===== src/rtl/modtmr_pkg.sv =====
package modtmr_pkg;
    localparam int BYTE_W   = 8;
    localparam int ADDR_W   = 3;
    localparam int FLAG_BIT = 7;
    localparam int IE_BIT   = 6;
    localparam int HOLD_BIT = 5;

    typedef enum logic [ADDR_W-1:0] {
        RA_STAT = 3'd0,
        RA_LIMH = 3'd1,
        RA_LIML = 3'd2,
        RA_CNTH = 3'd3,
        RA_CNTL = 3'd4
    } reg_addr_e;

    typedef struct packed {
        logic flag;
        logic ie;
        logic hold;
    } stat_t;

    function automatic logic [BYTE_W-1:0] pack_status(stat_t s);
        logic [BYTE_W-1:0] v;
        v = '0;
        v[FLAG_BIT] = s.flag;
        v[IE_BIT]   = s.ie;
        v[HOLD_BIT] = s.hold;
        return v;
    endfunction
endpackage


===== src/rtl/modtmr_limit.sv =====
module modtmr_limit
    import modtmr_pkg::*;
#(
    parameter int BW = BYTE_W,
    localparam int CW = 2 * BW
) (
    input  logic          clk,
    input  logic          rst,
    input  logic          wr_hi,
    input  logic          wr_lo,
    input  logic [BW-1:0] wdata,
    output logic [CW-1:0] limit,
    output logic          hold
);
    logic [BW-1:0] hi_q, lo_q;

    always_ff @(posedge clk) begin
        if (rst) begin
            hi_q <= '1;
            lo_q <= '1;
            hold <= 1'b0;
        end else begin
            if (wr_hi) begin
                hi_q <= wdata;
                hold <= 1'b1;
            end
            if (wr_lo) begin
                lo_q <= wdata;
                hold <= 1'b0;
            end
        end
    end

    assign limit = {hi_q, lo_q};
endmodule


===== src/rtl/modtmr_count.sv =====
module modtmr_count #(
    parameter int CW = 16
) (
    input  logic          clk,
    input  logic          rst,
    input  logic          tick,
    input  logic          freeze,
    input  logic          clr,
    input  logic [CW-1:0] limit,
    output logic [CW-1:0] count,
    output logic          wrap
);
    logic step;

    assign step = tick && !freeze && !clr;
    assign wrap = step && (count == limit);

    always_ff @(posedge clk) begin
        if (rst || clr)
            count <= '0;
        else if (wrap)
            count <= '0;
        else if (step)
            count <= count + 1'b1;
    end
endmodule


===== src/rtl/modtmr_flag.sv =====
module modtmr_flag (
    input  logic clk,
    input  logic rst,
    input  logic set_ev,
    input  logic rd_stat,
    input  logic wr_stat,
    input  logic wr_flag_bit,
    input  logic wr_ie_bit,
    output logic flag,
    output logic ie
);
    logic armed;
    logic clr_ok;

    assign clr_ok = wr_stat && !wr_flag_bit && armed;

    always_ff @(posedge clk) begin
        if (rst) begin
            flag  <= 1'b0;
            armed <= 1'b0;
            ie    <= 1'b0;
        end else begin
            if (wr_stat)
                ie <= wr_ie_bit;
            if (set_ev) begin
                flag <= 1'b1;
                if (clr_ok)
                    armed <= 1'b0;
            end else if (clr_ok) begin
                flag  <= 1'b0;
                armed <= 1'b0;
            end
            if (rd_stat && flag && !clr_ok)
                armed <= 1'b1;
        end
    end
endmodule


===== src/rtl/modtmr_top.sv =====
module modtmr_top
    import modtmr_pkg::*;
(
    input  logic              clk,
    input  logic              rst,
    input  logic              tick,
    input  logic              freeze,
    input  logic              cnt_clr,
    input  logic              wr_en,
    input  logic              rd_en,
    input  logic [ADDR_W-1:0] addr,
    input  logic [BYTE_W-1:0] wdata,
    output logic [BYTE_W-1:0] rdata,
    output logic              irq
);
    localparam int CW = 2 * BYTE_W;

    logic [CW-1:0] limit;
    logic [CW-1:0] count;
    logic          hold;
    logic          wrap;
    logic          flag;
    logic          ie;
    stat_t         st;

    modtmr_limit #(.BW(BYTE_W)) u_limit (
        .clk   (clk),
        .rst   (rst),
        .wr_hi (wr_en && addr == RA_LIMH),
        .wr_lo (wr_en && addr == RA_LIML),
        .wdata (wdata),
        .limit (limit),
        .hold  (hold)
    );

    modtmr_count #(.CW(CW)) u_count (
        .clk    (clk),
        .rst    (rst),
        .tick   (tick),
        .freeze (freeze),
        .clr    (cnt_clr),
        .limit  (limit),
        .count  (count),
        .wrap   (wrap)
    );

    modtmr_flag u_flag (
        .clk         (clk),
        .rst         (rst),
        .set_ev      (wrap && !hold),
        .rd_stat     (rd_en && addr == RA_STAT),
        .wr_stat     (wr_en && addr == RA_STAT),
        .wr_flag_bit (wdata[FLAG_BIT]),
        .wr_ie_bit   (wdata[IE_BIT]),
        .flag        (flag),
        .ie          (ie)
    );

    assign st  = '{flag: flag, ie: ie, hold: hold};
    assign irq = flag && ie && !hold;

    always_comb begin
        case (addr)
            RA_STAT: rdata = pack_status(st);
            RA_LIMH: rdata = limit[CW-1:BYTE_W];
            RA_LIML: rdata = limit[BYTE_W-1:0];
            RA_CNTH: rdata = count[CW-1:BYTE_W];
            RA_CNTL: rdata = count[BYTE_W-1:0];
            default: rdata = '0;
        endcase
    end
endmodule


===== config.mk =====
export PLATFORM = sky130hd
export DESIGN_NAME = modtmr_top
export DESIGN_NICKNAME = d
export VERILOG_FILES = /design/src/rtl/modtmr_pkg.sv /design/src/rtl/modtmr_limit.sv /design/src/rtl/modtmr_count.sv /design/src/rtl/modtmr_flag.sv /design/src/rtl/modtmr_top.sv
export SDC_FILE = /design/constraint.sdc
export NUM_CORES = 1
export LEC_CHECK = 0
export BUFFER_PORTS_ARGS = -buffer_cell sky130_fd_sc_hd__buf_4
export CORE_UTILIZATION = 30
export CTS_CLUSTER_SIZE = 16
export DETAILED_ROUTE_END_ITERATION = 8
export GPL_TIMING_DRIVEN = 0
export SYNTH_ARGS = -nofsm -noshare
export SYNTH_HDL_FRONTEND = slang
export SYNTH_SLANG_ARGS = --single-unit

===== constraint.sdc =====
create_clock -name clk -period 2.07 [get_ports clk]
set_input_delay 0.1035 -clock clk [delete_from_list [all_inputs] [get_ports clk]]
set_output_delay 0.1035 -clock clk [all_outputs]
set_load 0.05 [all_outputs]

==> out/results.ini <==
[setup_path]
r2r_end=u_count.count[10]$_SDFFE_PP0P_
r2r-start=u_count.count[3]$_SDFFE_PP0P_
crit_arrival_ns=2.02
required_ns=2.25
crit_chain=clkbuf_1, xnor2_1, nand4_1, nor3_1, a211o_1, buf_4, nor2_1
setup.worst_path.end_class=flip-flop
cp_max_fo=10
reg2reg_slack_ns=0.23
crit_slowest_cell=dfxtp_1
rr_worst_depth=7
slowest_delay_ns=0.31
criticalPathCategory=flip-flop to flip-flop
worstSetupStartpointType=flip-flop

[floorplan]
die_area_sq_um=7020
die_y_microns=83.8
coreArea_sq_um=6390
die_w_microns=83.8
pin_count=27
rows=29
start_util=0.314

[timing]
timing.fmax_mhz=545
fin_skew_ns=0.00517
setup_viol=0
hold_violations=0
worst_pin_slew_ns=0.634
final.period_utilization=0.887
holdWs_ns=0.0212
grt_setup_unrepaired=false
slew_headroom=0.577
drv_slew=0
setup_tns_ns=0
min_period_ns=1.84

[synthesis]
ys_ff_latch=36
syn_avg_cell_area_sq_um=8.80
synth_common_cells=36 x dfxtp_1, 25 x nor2_1, 23 x xnor2_1
yosysMostFrequentCell=dfxtp_1
seq_area_frac_synth=0.359
synth_edf_count=0
synth_cells=228
syn-num-nets=247
synthTopCellsByArea=dfxtp_1 36%, xnor2_1 10%, a211o_1 7.4%, nor2b_1 5.6%, nor2_1 4.7%
ys_warn_count=0
async_flop_share=0
yosysTopAreaCellShare=0.359
synth.distinct_cells=38
yosys.area.top_type=dfxtp_1
syn_area_sq_um=2010
synth_ff_type=dfxtp_1

[place]
gp_congestion=0.871
dp.cells=329
dp.final_hpwl_microns=3750
port_buffers=24
placed_cell_area_sq_um=2280

[power_and_ir_drop]
leakage_nw=0.837
switching_share=0.256
power_density_nw_per_um2=616
p_clk_frac=0.368
p_comb_frac=0.142
seq_power_share=0.491
p_int_w=0.00109
p_total_w=0.00147
peakVddDrop_uv=229
p_sw_w=0.000376

[global_routing]
grt_pass1_wl_microns=8020
first_global_vias=1638
antenna_found_initial=0
grt_overflow=0
grt_max_degree=11
grtUsageTotal=0.147

[route]
drt_wl_total_microns=4970
route.top_layer_used=met4
met1_length_microns=2380
drtIter0Drc=103
route.detailed.wl_per_inst_microns=14.8
dr.pass1.iters=4
drc=0
via_per_inst=5.00
ant_nets=0
num_vias=1680
met3_length_microns=178
dr_wl_met2_microns=2310

[clocking]
numCtsBuffers=5
clock_tree.buffer_depth=2
cts_tree=yes
hold_buffers=0
clk_latency_ns=0.29
cts_resized=0
clkTransAtPathRegs_ns=0.07
cts.sinks=36
htree_levels=2
post-cts-setup-buffers=0
clockRootBuffer=clkbuf_8

[hold_path]
hp-class=input port to flip-flop
min_from=wdata[5]
min_to=u_limit.hi_q[5]$_SDFFE_PP1P_
hold_depth=2

[final_layout]
instances_no_fill=336
diodes=0
syn2layout_area_growth_pct=18.6
fin_area_sq_um=2380
final_layout_size_suffix_gt1_frac=0.201
final_nets=278

[run_status]
status=finished, final reports clean

[flow_run]
drv_cap=0

## cell type report
type,count,area (sq um)
sequential,36,721
inverter,5,18.8
timing repair buffer,24,180
tap,77,96.3
clock buffer,7,96.3
fill,659,4010
multi-input combinational,173,1200
buffer,14,63.8
## placed cells by master (no fill, tap or decap), types with 6 or more instances in the layout
cell type and count:
nand2_1 18, buf_2 6, nand3_1 7, clkbuf_8 7, buf_4 25, xor2_1 8, nor3_1 7, clkbuf_1 7
mux2i_1 6, a211o_1 17, dfxtp_1 36, xnor2_1 23, nor2b_1 18, nor2_1 25
## worst max path at each step
| stage | start | endpoint | slack [ns] | cells past startpoint |
|---|---|---|---|---|
| floorplan | addr[1] | rdata[5] | 0.15 | 6 |
| global placement | u_count.count[3]$_SDFFE_PP0P_ | u_count.count[15]$_SDFFE_PP0P_ | 0.22 | 6 |
| detailed placement | freeze | u_count.count[10]$_SDFFE_PP0P_ | 0.22 | 7 |
| CTS | u_count.count[3]$_SDFFE_PP0P_ | u_count.count[15]$_SDFFE_PP0P_ | 0.23 | 6 |
| global route | u_count.count[3]$_SDFFE_PP0P_ | u_count.count[12]$_SDFFE_PP0P_ | 0.06 | 7 |
| finish | u_count.count[3]$_SDFFE_PP0P_ | u_count.count[10]$_SDFFE_PP0P_ | 0.23 | 7 |
## layer usage
metal,global-route usage,vias up
met2,0.231,29
li1,-,847
met3,0.0346,9
met5,0,-
met4,0.0616,0
met1,0.193,795
## worst max-delay path, delay by kind of cell, from the launching register on
| kind | cells | cell delay (ns) |
|---|---|---|
| buffers and inverters | 2 | 0.53 |
| AND/OR/NAND/NOR | 3 | 0.41 |
| flip-flops | 1 | 0.31 |
| XOR/XNOR | 1 | 0.17 |
| AO/OA/AOI/OAI | 1 | 0.31 |
## flip-flops by register name, summed over array words and instances (netlist names)
register / cells
u_limit.lo_q: 8
u_flag.flag: 1
u_flag.ie: 1
u_flag.armed: 1
u_limit.hold: 1
u_count.count: 16
u_limit.hi_q: 8
## power by group through the flow
stage	Clock [W]	Sequential, W	Combinational (W)
after floorplan	0	0.000729	0.000140
after global placement	0	0.000734	0.000207
after detailed placement	0	0.000734	0.000208
after CTS	0.000558	0.000718	0.000209
after global routing	0.000575	0.000720	0.000225
final	0.000539	0.000719	0.000208
## metrics by stage
stage / util / worst slack [ns]
global route: 0.372 / 0.0622
finish: 0.372 / 0.234
detailed placement: 0.357 / 0.216
global placement: 0.357 / 0.224
CTS: 0.372 / 0.235
floorplan: - / 0.149
## logic make-up (layout without fill, tap and decap cells)
kind of cell | Yosys count | after routing | share of synthesized area
adder cells (fa/ha/maj) | 1 | 1 | 0.00624
AND/OR/NAND/NOR | 94 | 94 | 0.258
flip-flops | 36 | 36 | 0.359
multiplexers | 12 | 12 | 0.0692
buffers and inverters | 19 | 50 | 0.0412
XOR/XNOR | 31 | 31 | 0.135
AO/OA/AOI/OAI | 35 | 35 | 0.130
Note: power is estimated with default switching activity, not from simulation.
